### src/rtl/uart_rx_pkg.sv
package uart_rx_pkg;

  typedef enum logic [2:0] {
    RX_IDLE,
    RX_START,
    RX_DATA,
    RX_PAR,
    RX_STOP
  } rx_state_t;

  localparam int CHAR_W = 8;

  // index of the last data bit for a word-length code
  function automatic logic [2:0] last_bit_idx(input logic [1:0] code);
    return 3'd4 + {1'b0, code};
  endfunction

endpackage

### src/rtl/uart_rx_sync.sv
module uart_rx_sync #(
  parameter int STAGES = 2
) (
  input  logic clk,
  input  logic rst_n,
  input  logic d_in,
  output logic q_out
);

  logic [STAGES-1:0] chain_q;
  logic [STAGES-1:0] chain_d;

  always_comb begin
    chain_d = {chain_q[STAGES-2:0], d_in};
  end

  always_ff @(posedge clk or negedge rst_n) begin
    if (!rst_n) chain_q <= '1;
    else        chain_q <= chain_d;
  end

  assign q_out = chain_q[STAGES-1];

endmodule

### src/rtl/uart_rx_frame.sv
module uart_rx_frame
  import uart_rx_pkg::*;
#(
  parameter int OVS = 16,
  localparam int CW = $clog2(OVS)
) (
  input  logic              clk,
  input  logic              rst_n,
  input  logic              tick,
  input  logic              line,
  input  logic [1:0]        word_len,
  input  logic              par_en,
  input  logic              par_even,
  input  logic              par_stick,
  output logic              done,
  output logic [CHAR_W-1:0] data,
  output logic              perr,
  output logic              ferr
);

  localparam logic [CW-1:0] HALF_LAST = CW'(OVS/2 - 1);
  localparam logic [CW-1:0] FULL_LAST = CW'(OVS - 1);

  rx_state_t         st_q, st_d;
  logic [CW-1:0]     cnt_q, cnt_d;
  logic [2:0]        nb_q, nb_d;
  logic [CHAR_W-1:0] sh_q, sh_d;
  logic              pb_q, pb_d;
  logic              adv;
  logic              par_x;

  assign adv = tick && (st_q != RX_IDLE) && (st_q != RX_START) ? (cnt_q == FULL_LAST) : 1'b0;

  always_comb begin
    st_d  = st_q;
    cnt_d = cnt_q;
    nb_d  = nb_q;
    sh_d  = sh_q;
    pb_d  = pb_q;
    done  = 1'b0;
    if (tick) begin
      unique case (st_q)
        RX_IDLE: begin
          if (!line) begin
            st_d  = RX_START;
            cnt_d = '0;
          end
        end
        RX_START: begin
          if (cnt_q == HALF_LAST) begin
            cnt_d = '0;
            nb_d  = '0;
            st_d  = line ? RX_IDLE : RX_DATA;
          end else begin
            cnt_d = cnt_q + 1'b1;
          end
        end
        RX_DATA: begin
          if (adv) begin
            cnt_d = '0;
            sh_d  = {line, sh_q[CHAR_W-1:1]};
            if (nb_q == last_bit_idx(word_len)) st_d = par_en ? RX_PAR : RX_STOP;
            else                                nb_d = nb_q + 1'b1;
          end else begin
            cnt_d = cnt_q + 1'b1;
          end
        end
        RX_PAR: begin
          if (adv) begin
            cnt_d = '0;
            pb_d  = line;
            st_d  = RX_STOP;
          end else begin
            cnt_d = cnt_q + 1'b1;
          end
        end
        RX_STOP: begin
          if (adv) begin
            cnt_d = '0;
            done  = 1'b1;
            st_d  = RX_IDLE;
          end else begin
            cnt_d = cnt_q + 1'b1;
          end
        end
        default: st_d = RX_IDLE;
      endcase
    end
  end

  always_ff @(posedge clk or negedge rst_n) begin
    if (!rst_n) begin
      st_q  <= RX_IDLE;
      cnt_q <= '0;
      nb_q  <= '0;
      sh_q  <= '0;
      pb_q  <= 1'b0;
    end else if (tick) begin
      st_q  <= st_d;
      cnt_q <= cnt_d;
      nb_q  <= nb_d;
      sh_q  <= sh_d;
      pb_q  <= pb_d;
    end
  end

  // right-justify the shifted character and zero the unused top bits
  always_comb begin
    unique case (word_len)
      2'b00:   data = {3'b000, sh_q[7:3]};
      2'b01:   data = {2'b00,  sh_q[7:2]};
      2'b10:   data = {1'b0,   sh_q[7:1]};
      default: data = sh_q;
    endcase
  end

  assign par_x = ^data;
  assign perr  = done && par_en &&
                 (par_stick ? (pb_q == par_even) : ((par_x ^ pb_q) == par_even));
  assign ferr  = done && !line;

endmodule

### src/rtl/uart_rx_status.sv
module uart_rx_status
  import uart_rx_pkg::*;
(
  input  logic              clk,
  input  logic              rst_n,
  input  logic              load,
  input  logic [CHAR_W-1:0] ld_data,
  input  logic              ld_perr,
  input  logic              ld_ferr,
  input  logic              buf_rd,
  input  logic              stat_rd,
  output logic [CHAR_W-1:0] rx_buf,
  output logic [3:0]        line_stat
);

  logic [CHAR_W-1:0] buf_q, buf_d;
  logic dr_q, dr_d, oe_q, oe_d, pe_q, pe_d, fe_q, fe_d;
  logic upd;

  assign upd = load | buf_rd | stat_rd;

  always_comb begin
    buf_d = buf_q;
    dr_d  = dr_q;
    oe_d  = oe_q;
    pe_d  = pe_q;
    fe_d  = fe_q;
    if (stat_rd) begin
      oe_d = 1'b0;
      pe_d = 1'b0;
      fe_d = 1'b0;
    end
    if (buf_rd) dr_d = 1'b0;
    if (load) begin
      buf_d = ld_data;
      dr_d  = 1'b1;
      if (dr_q && !buf_rd) oe_d = 1'b1;
      if (ld_perr)         pe_d = 1'b1;
      if (ld_ferr)         fe_d = 1'b1;
    end
  end

  always_ff @(posedge clk or negedge rst_n) begin
    if (!rst_n) begin
      buf_q <= '0;
      dr_q  <= 1'b0;
      oe_q  <= 1'b0;
      pe_q  <= 1'b0;
      fe_q  <= 1'b0;
    end else if (upd) begin
      buf_q <= buf_d;
      dr_q  <= dr_d;
      oe_q  <= oe_d;
      pe_q  <= pe_d;
      fe_q  <= fe_d;
    end
  end

  assign rx_buf    = buf_q;
  assign line_stat = {fe_q, pe_q, oe_q, dr_q};

endmodule

### src/rtl/uart_oversample_rx.sv
module uart_oversample_rx #(
  parameter int OVS         = 16,
  parameter int SYNC_STAGES = 2
) (
  input  logic       clk,
  input  logic       rst_n,
  input  logic       baud_tick,
  input  logic       ser_in,
  input  logic [1:0] word_len,
  input  logic       par_en,
  input  logic       par_even,
  input  logic       par_stick,
  input  logic       buf_rd,
  input  logic       stat_rd,
  output logic [7:0] rx_buf,
  output logic [3:0] line_stat
);

  logic       line_s;
  logic       frm_done;
  logic [7:0] frm_data;
  logic       frm_perr;
  logic       frm_ferr;

  uart_rx_sync #(.STAGES(SYNC_STAGES)) i_sync (
    .clk   (clk),
    .rst_n (rst_n),
    .d_in  (ser_in),
    .q_out (line_s)
  );

  uart_rx_frame #(.OVS(OVS)) i_frame (
    .clk       (clk),
    .rst_n     (rst_n),
    .tick      (baud_tick),
    .line      (line_s),
    .word_len  (word_len),
    .par_en    (par_en),
    .par_even  (par_even),
    .par_stick (par_stick),
    .done      (frm_done),
    .data      (frm_data),
    .perr      (frm_perr),
    .ferr      (frm_ferr)
  );

  uart_rx_status i_status (
    .clk       (clk),
    .rst_n     (rst_n),
    .load      (frm_done),
    .ld_data   (frm_data),
    .ld_perr   (frm_perr),
    .ld_ferr   (frm_ferr),
    .buf_rd    (buf_rd),
    .stat_rd   (stat_rd),
    .rx_buf    (rx_buf),
    .line_stat (line_stat)
  );

endmodule

### config.mk
export PLATFORM = sky130hd
export DESIGN_NAME = uart_oversample_rx
export DESIGN_NICKNAME = d
export VERILOG_FILES = /design/src/rtl/uart_rx_pkg.sv /design/src/rtl/uart_rx_sync.sv /design/src/rtl/uart_rx_frame.sv /design/src/rtl/uart_rx_status.sv /design/src/rtl/uart_oversample_rx.sv
export SDC_FILE = /design/constraint.sdc
export NUM_CORES = 1
export LEC_CHECK = 0
export BUFFER_PORTS_ARGS = -buffer_cell sky130_fd_sc_hd__buf_2
export CAP_MARGIN = 0
export CORE_ASPECT_RATIO = 1.5
export CORE_MARGIN = 1
export CORE_UTILIZATION = 57
export CTS_CLUSTER_SIZE = 28
export DETAILED_ROUTE_END_ITERATION = 10
export PLACE_DENSITY_LB_ADDON = 0.08
export SETUP_SLACK_MARGIN = 0.2
export SLEW_MARGIN = 10
export SYNTH_ARGS = -nofsm -noshare
export SYNTH_HDL_FRONTEND = slang
export SYNTH_SLANG_ARGS = --single-unit
export TNS_END_PERCENT = 10
### constraint.sdc
create_clock -name clk -period 2.8 [get_ports clk]
set_input_delay 0.42 -clock clk [delete_from_list [all_inputs] [get_ports clk]]
set_output_delay 0.42 -clock clk [all_outputs]
set_load 0.005 [all_outputs]
# ---- Word level (Yosys, flattened, before mapping)
# Cells that the tools add are included.
dict set report word_totals {
  ff_bits 33
  inputBits 11
  output_inout_bits 12
  word_cells 93
}
dict set report op_classes {
  n_addsub 3
  eq_ne 19
  muxes 34
  bitwise 3
  n_reduce_logical 23
}
# operator count
set ops {}
lappend ops {{$mux W3} 10}
lappend ops {{$pmux W8 S3} 1}
lappend ops {{$mux W1} 16}
lappend ops {{$pmux W3 S5} 1}
lappend ops {{$mux W4} 3}
lappend ops {{$pmux W4 S3} 1}
lappend ops {{$ne A2 B1 Y1 const B} 5}
lappend ops {{$reduce_and A3 Y1} 3}
lappend ops {{$reduce_xor A8 Y1} 1}
lappend ops {{$reduce_and A7 Y1} 1}
lappend ops {{$eq A3 B2 Y1 const B} 2}
lappend ops {{$logic_and A1 B1 Y1} 6}
lappend ops {{$pmux W3 S2} 1}
lappend ops {{$reduce_bool A3 Y1} 2}
lappend ops {{$reduce_and A5 Y1} 1}
lappend ops {{$add A4 B1 Y4 const B} 1}
lappend ops {{$eq A4 B3 Y1 const B} 1}
lappend ops {{$eq A4 B4 Y1 const B} 1}
lappend ops {{$ne A2 B2 Y1 const B} 2}
lappend ops {{$reduce_and A2 Y1} 2}
lappend ops {{$reduce_bool A2 Y1} 2}
lappend ops {{$add A3 B1 Y3 const B} 1}
lappend ops {{$add A3 B2 Y3 const A} 1}
lappend ops {{$eq A3 B1 Y1 const B} 1}
lappend ops {{other kinds (13)} 16}

# ---- Longest topological paths before layout
# Gate-level depths: netlist of the first run.
dict set report logic_depth {
  depth_word 11
  mapped_depth 8
  depth_no_buf 8
}

# ---- Hierarchy
# Synthesis of the first run repeated with hierarchy kept, for this count alone.
dict set report unflattened {
  cells_unflattened 160
  area_unflattened_um2 1844.3
}
# module instances cells_each area_per_inst_um2 seq_area_each_um2
set modules_own_cells {}
lappend modules_own_cells {uart_rx_frame 1 127 1291.2 475.5}
lappend modules_own_cells {uart_rx_status 1 31 500.5 300.3}
lappend modules_own_cells {uart_rx_sync 1 2 52.6 52.6}

# ---- Worst setup path before layout of the first run
# Ideal clock, no wire load.
dict set report synth_path {
  kind {input port to flip-flop}
  start {input word_len[0]}
  end {register i_frame.nb_q[2]}
  setup_time_ns 0.066
  t_arrival_ns 2.162
  slack_ns 0.572
  cell_stages 8
  path_buffers 1
  path_cell_list {buf_4 -> xnor2_1 -> a31oi_1 -> nand3_1 -> o31a_1 -> or4b_4 -> or4b_1 -> nand2_1}
}
dict set report synth_via {
  elab_chain_cells 4
}
# item line
set synth_rtl {}
lappend synth_rtl {{start: declaration} uart_oversample_rx.sv:9} ;# input logic [1:0] word_len,
lappend synth_rtl {{$add A3 B2 Y3} uart_rx_pkg.sv:15} ;# return 3'd4 + {1'b0, code};
lappend synth_rtl {{$eq A3 B3 Y1} uart_rx_frame.sv:62} ;# if (nb_q == last_bit_idx(word_len)) st_d = par_en ? RX_PAR : RX_STOP;
lappend synth_rtl {{$ne A2 B2 Y1 (no source line)} -}
lappend synth_rtl {{$reduce_and A5 Y1 (no source line)} -}
lappend synth_rtl {{end signal: assignment} uart_rx_frame.sv:101} ;# nb_q <= nb_d;
lappend synth_rtl {{end: declaration} uart_rx_frame.sv:26} ;# logic [2:0] nb_q, nb_d;
# Every way passes these cells.
# A chain may end at the register's enable or synchronous reset.

# ---- Worst setup path after layout of the first run
dict set report layout_path {
  start {register i_frame.cnt_q[0]}
  end {register i_frame.st_q[2]}
}
dict set report layout_via {
  elab_chain_cells 4
}
# item line
set layout_rtl {}
lappend layout_rtl {{start: declaration} uart_rx_frame.sv:25} ;# logic [CW-1:0] cnt_q, cnt_d;
lappend layout_rtl {{start signal: assignment} uart_rx_frame.sv:100} ;# cnt_q <= cnt_d;
lappend layout_rtl {{$eq A4 B4 Y1} uart_rx_frame.sv:32} ;# assign adv = tick && (st_q != RX_IDLE) && (st_q != RX_START) ? (cnt_q == FULL_LAST) : 1'b0;
lappend layout_rtl {{$mux W1} uart_rx_frame.sv:32}
lappend layout_rtl {{$ne A2 B1 Y1 (no source line)} -}
lappend layout_rtl {{$reduce_and A7 Y1 (no source line) (*)} -}
lappend layout_rtl {{end signal: assignment} uart_rx_frame.sv:99} ;# st_q <= st_d;
lappend layout_rtl {{end: declaration} uart_rx_frame.sv:24} ;# rx_state_t st_q, st_d;
# Mark *: on every way between the ends. The rest lies on a longest branch, timed or not.

==> results of run 1 <==
power groups by stage:
stage	combinational, W	sequential [W]	clock, W
floorplan	0.000324	0.000600	0
global placement	0.000355	0.000648	0
detailed placement	0.000371	0.000650	0
CTS	0.000373	0.000641	0.000365
global route	0.000426	0.000656	0.000381
finish	0.000376	0.000644	0.000355
layout by cell type (no fill, tap or decap), types with 4 or more instances in the layout:
master    count
buf_2        22
mux2_2       13
o21ai_0      19
xor2_1        7
nand2b_1      4
a21oi_1       8
xnor2_1       6
inv_1         5
nand3_1       8
dfrtp_1      31
mux2i_1       8
nor2_1       14
clkbuf_8      5
nand2_1      20
per-stage QoR:
step / worst slack, ns / std cells / hold slack, ns
floorplan: 0.5718 / 186 / 0.1244
global placement: 0.3906 / 235 / 0.3470
detailed placement: 0.3256 / 235 / 0.3472
CTS: 0.5775 / 243 / 0.1926
global route: 0.4582 / 243 / 0.2081
finish: 0.5360 / 243 / 0.1615
synth_stat cells (all sizes together) (2+ instances only):
| master | n | area (um2) |
|---|---|---|
| o2bb2ai | 2 | 17.52 |
| clkbuf | 7 | 26.28 |
| a21oi | 8 | 40.04 |
| dfrtp | 31 | 775.7 |
| ha | 2 | 25.02 |
| mux2i | 8 | 80.08 |
| nand3 | 8 | 40.04 |
| inv | 5 | 18.77 |
| nand2 | 20 | 75.07 |
| nor2 | 14 | 52.55 |
| dfstp | 2 | 52.55 |
| a32o | 2 | 20.02 |
| o21ai | 19 | 95.09 |
| or4b | 2 | 23.77 |
| a31oi | 2 | 12.51 |
| nand2b | 4 | 25.02 |
| nor4 | 2 | 12.51 |
| buf | 6 | 48.80 |
| xnor2 | 6 | 52.55 |
| o22ai | 2 | 12.51 |
| or3 | 2 | 12.51 |
| xor2 | 7 | 61.31 |
| nor3 | 2 | 10.01 |
| mux2 | 13 | 146.4 |
layout make-up:
| class | count | area share [%] |
|---|---|---|
| timing repair buffer | 23 | 5.901 |
| inverter | 5 | 0.9416 |
| tap | 39 | 2.448 |
| clock inverter | 3 | 0.8788 |
| multi-input combinational | 135 | 44.82 |
| clock buffer | 5 | 3.453 |
| sequential | 33 | 41.56 |
final timing paths:
kind | startpoint | slack (ns) | cells after the start | end
max | i_frame.cnt_q[0] | 0.54 | 7 | i_frame.st_q[2]
min | rst_n | 0.16 | 1 | i_frame.cnt_q[2]
max reg2reg | i_frame.cnt_q[0] | 0.54 | 7 | i_frame.st_q[2]
min reg2reg | i_sync.chain_q[0] | 0.36 | 0 | i_sync.chain_q[1]
max in group asynchronous | rst_n | 2.16 | 1 | i_frame.sh_q[0]
min in group clk | ser_in | 0.22 | 1 | i_sync.chain_q[0]
sequential cells by signal, indices dropped and copies added (netlist names):
register / count
i_frame.cnt_q: 4
i_frame.nb_q: 3
i_frame.pb_q: 1
i_frame.sh_q: 8
i_frame.st_q: 3
i_status.dr_q: 1
i_status.fe_q: 1
i_status.oe_q: 1
i_status.pe_q: 1
i_status.rx_buf: 8
i_sync.chain_q: 2
kinds of logic (layout without fill, tap and decap cells):
group           Yosys count  after routing  share of synthesized area, %
buf+inv                  18             36                         5.169
simple gates             60             60                         16.33
flops                    33             33                         45.62
fa+ha+maj                 2              2                         1.378
mux                      21             21                         12.47
xor+xnor                 13             13                         6.272
compound gates           39             39                         12.75
worst max-delay path: stages, from the launching register on:
cell and delay (ns):
dfrtp_1 0.39, ha_1 0.27, nand2_1 0.13, o21ai_0 0.25, nor2_1 0.10, a311o_1 0.33, a21oi_1 0.31, mux2_2 0.38
layer usage:
layer | share of wire [%] | global-route usage (%)
met5 | 0 | 0
met4 | 4.0 | 13.89
met3 | 4.4 | 7.653
met2 | 53 | 42.04
met1 | 39 | 24.70
==> metrics, run 1 <==
setup repair after global routing missed its margin=no; share of post-route cells with drive strength above 1=23.04%; H-tree levels=2; CTS tree=yes; relative slew slack=52.84%; Max Freq=0.4417 GHz; Die Width=48.08 um; ys async rst share=100.0%; final core occ=67.05%; final wirelength=3718 um; IO Count=23; Worst Path Max Fanout=5; CTS Sinks=33; Comb pwr share=27.4%; Worst EP required=2.99 ns; post_cts resized=0; crit path launch type=register; Synth Flop Type=dfrtp_1; Tot Pwr=0.001375 W; Root Buffer=clkbuf_8; worst path arrival time=2.45 ns; Post-Syn Instances=186; instance area after placement=0.001907 mm2; largest net degree at the start of global routing=34; die area=0.003419 mm2; HPWL Detailed=2712 um; Fin Setup TNS=0 ns; drt pass-1 iters=4; Worst Setup End Kind=register; Hold Path Class=in2async; Synth cell types=36; Avg Vias per Cell=5.926; DR vias=1440; antenna violations before repair=0; vias in the first global route=1374; Seq/Total Area, Yosys=45.62%; syn nets=199; Max-Cap Viols=0; first-pass GRT wire length=5858 um; CORE AREA=0.002973 mm2; gr usage total=24.70%; Die Height=71.12 um; buffers inserted by post-CTS timing repair=0; fin. max-slew vios=0; NumNets Final=216; Worst VDD drop=0.0004306 V; Rows=24; WL per Instance=15.30 um; register bit count reported by yosys=33; antenna diode count=0; hold buffers post-CTS=0; power per cell area=689.8 mW/mm2; starting density of the core=61.07%; CTS Buf Count=5; Tmin final=2.264 ns; Detailed Route Iter0 Violations=48; Final period util=80.86%; area grow syn2layout=9.786%; Seq pwr share=46.8%; final-report hold violation count=0; critical path class=reg2reg; area occupied by multi-input gates=893.4 um2; leakage power=0.9725 nW; status=complete, no violations; DRC violations left=0; GR Overflow Total=0; Worst-Margin Slew=0.7074 ns; Post-Synthesis Cell Area=0.001815 mm2; Sw Share=36.60%; Int Power=0.0008717 W; # port buffers=22; Syn Area/Cell=9.761 um2; Worst-Skew Late Latency=0.30 ns; GP Congestion=0.8726; FF/Latch Area=828.3 um2; EDFF count, synth=0; clk_skew=0.01354 ns; post-route ant nets=0; Sw Pwr=0.0005032 W; setup violators final=0; CTS Buffer Depth=2; design area=0.001993 mm2; warning count from the yosys run=0; FILL cells=248; Clock Pin Slew Worst Setup and Hold Paths=0.08 ns; Clock Power Share=25.8%
Power figures use the tool's default switching activity.
==> run 2: changes to the inputs <==
Clock period 2.8 ns to 2.2 ns, I/O delays scaled along.
==> metrics, run 2 (same netlist as run 1, synthesis figures left out) <==
Worst Setup End Kind=register; Worst EP required=2.44 ns (-0.55 ns); setup violators final=0 (unchanged); RR Startpoint=i_frame.nb_q[1]; gr usage total=24.99% (+0.28 points); antenna violations before repair=0 (unchanged); Max-Cap Viols=0 (unchanged); Reg2Reg Setup Slack=0.08 ns (-0.46 ns); Int Power=0.001221 W (+40%); Seq pwr share=43.1% (-3.7 points); Worst VDD drop=0.0007356 V (+71%); share of post-route cells with drive strength above 1=26.76% (+3.7 points); Worst-Margin Slew=0.7272 ns (+0.01977 ns); Worst-Skew Late Latency=0.29 ns (about the same); Rows=24 (unchanged); Detailed Route Iter0 Violations=49 (+2.1%); final cell count without fillers=252 (+3.7%); post-route ant nets=0 (unchanged); CTS Sinks=33 (unchanged); worst setup margin=0.07899 ns (-0.4570 ns); design area=0.002078 mm2 (+4.3%); clk_skew=0.008110 ns (-0.005434 ns); DR vias=1435 (-0.35%); hold buffers post-CTS=0 (unchanged); Fin Setup TNS=0 ns (unchanged); fin. max-slew vios=0 (unchanged); NumNets Final=225 (+4.2%); relative slew slack=51.52% (-1.3 points); first-pass GRT wire length=5968 um (+1.9%); most frequent cells in the layout=dfrtp_1, buf_2, nand2_1, o21ai_0, nor2_1; final wirelength=3530 um (-5.1%); starting density of the core=61.07% (unchanged); Tmin final=2.121 ns (-0.1430 ns); Worst Path Max Fanout=2 (-3); # port buffers=22 (unchanged); Clock Power Share=27.2% (+1.4 points); die area=0.003419 mm2 (unchanged); final core occ=69.91% (+2.9 points); largest net degree at the start of global routing=34 (unchanged); FILL cells=238 (-4.0%); Sw Pwr=0.0006248 W (+24%); antenna diode count=0 (unchanged); vias in the first global route=1416 (+3.1%); Worst R2R Path Depth=7 (unchanged); Comb pwr share=29.7% (+2.3 points); drt pass-1 iters=4 (unchanged); IO Count=23 (unchanged); HPWL Detailed=2488 um (-8.2%); commonest non-fill, non-tap cell in the layout=dfrtp_1; worst path arrival time=2.36 ns (-0.09 ns); Clock Pin Slew Worst Setup and Hold Paths=0.07 ns (about the same); Max Freq=0.4715 GHz (+6.7%); status=complete, no violations; CTS Buf Count=5 (unchanged); WL per Instance=14.01 um (-8.4%); Sw Share=33.85% (-2.7 points); setup repair after global routing missed its margin=yes; DP Worst Slack=0.02199 ns (-0.3036 ns); CTS tree=yes; instance area after placement=0.001944 mm2 (+2.0%); Die Height=71.12 um (unchanged); RR Endpoint=i_frame.nb_q[2]; Root Buffer=clkbuf_8; leakage power=1.024 nW (+5.3%); Die Width=48.08 um (unchanged); GR Overflow Total=0 (unchanged); CORE AREA=0.002973 mm2 (unchanged); crit path launch type=register; dpl cells=240 (+2.1%); Hold Path Class=in2async; CTS Buffer Depth=2 (unchanged); DRC violations left=0 (unchanged); critical path class=reg2reg; GP Congestion=0.8709 (-0.19%); area grow syn2layout=14.47%; final-report hold violation count=0 (unchanged); H-tree levels=2 (unchanged); Avg Vias per Cell=5.694 (-3.9%); Final period util=96.41% (+16 points); power per cell area=888.1 mW/mm2 (+29%)
run 2: cell count changes in the layout (fill, tap and decap cells not counted), sizes merged:
cell and delta:
clkinvlp -1, clkbuf +2, clkinv -1, buf +9
run 2: area by class of cell:
| type | count | area, um2 | share of cell area [%] |
|---|---|---|---|
| inverters | 5 | 18.77 | 0.9031 |
| repair buffers | 32 | 185.2 | 8.910 |
| clock inverters | 1 | 5.005 | 0.2408 |
| multi-input cells | 135 | 895.9 | 43.11 |
| flip-flops and latches | 33 | 828.3 | 39.86 |
| well taps | 39 | 48.80 | 2.348 |
| clock buffers | 7 | 96.34 | 4.636 |
run 2: critical path, cell delays in order, from the launching register on:
cell and delay [ns]:
dfrtp_1 0.39, xnor2_1 0.13, a31oi_1 0.22, nand3_1 0.10, o31a_1 0.11, or4b_4 0.49
or4b_1 0.54, nand2_1 0.07
run 2: layer usage:
layer  routed length, um  GRT usage, %  part of all wire (%)  vias up
li1                    -             -                     -      706
met1                1505         29.87                    43      682
met2                1786         38.74                    51       38
met3                 149         6.888                   4.2        9
met4                  89         13.89                   2.5        0
met5                   0             0                     0        -
run 2: metrics by stage:
stage                     power (W)  hold slack, ns
after floorplan            0.001176         0.03441
after global placement     0.001290          0.3473
after detailed placement   0.001319          0.3500
after CTS                  0.001843         0.09757
after global routing       0.001969          0.1258
final                      0.001846         0.09076
run 2: worst max path at each step:
stage / depth (start not counted) / startpoint / to / slack (ns)
final: 7 / i_frame.nb_q[1] / i_frame.nb_q[2] / 0.08
after global routing: 7 / i_frame.nb_q[1] / i_frame.nb_q[2] / 0.02
after CTS: 7 / i_frame.nb_q[1] / i_frame.nb_q[2] / 0.09
after detailed placement: 8 / word_len[0] / i_frame.nb_q[2] / 0.02
after global placement: 8 / word_len[0] / i_frame.nb_q[2] / 0.08
after floorplan: 8 / word_len[1] / i_frame.nb_q[2] / 0.12
run 2: repair_timing:
item	4_1_cts	5_1_grt
setup buffers	2	2
endpoints found under the setup margin	4	12
resized for setup	0	1
pin swaps	3	4
run 2: power groups by stage:
stage | Combinational (W) | Clock (W) | Sequential, W
final | 0.000549 | 0.000502 | 0.000795
after global routing | 0.000618 | 0.000538 | 0.000812
after CTS | 0.000527 | 0.000520 | 0.000795
after detailed placement | 0.000511 | 0 | 0.000808
after global placement | 0.000485 | 0 | 0.000805
after floorplan | 0.000412 | 0 | 0.000763
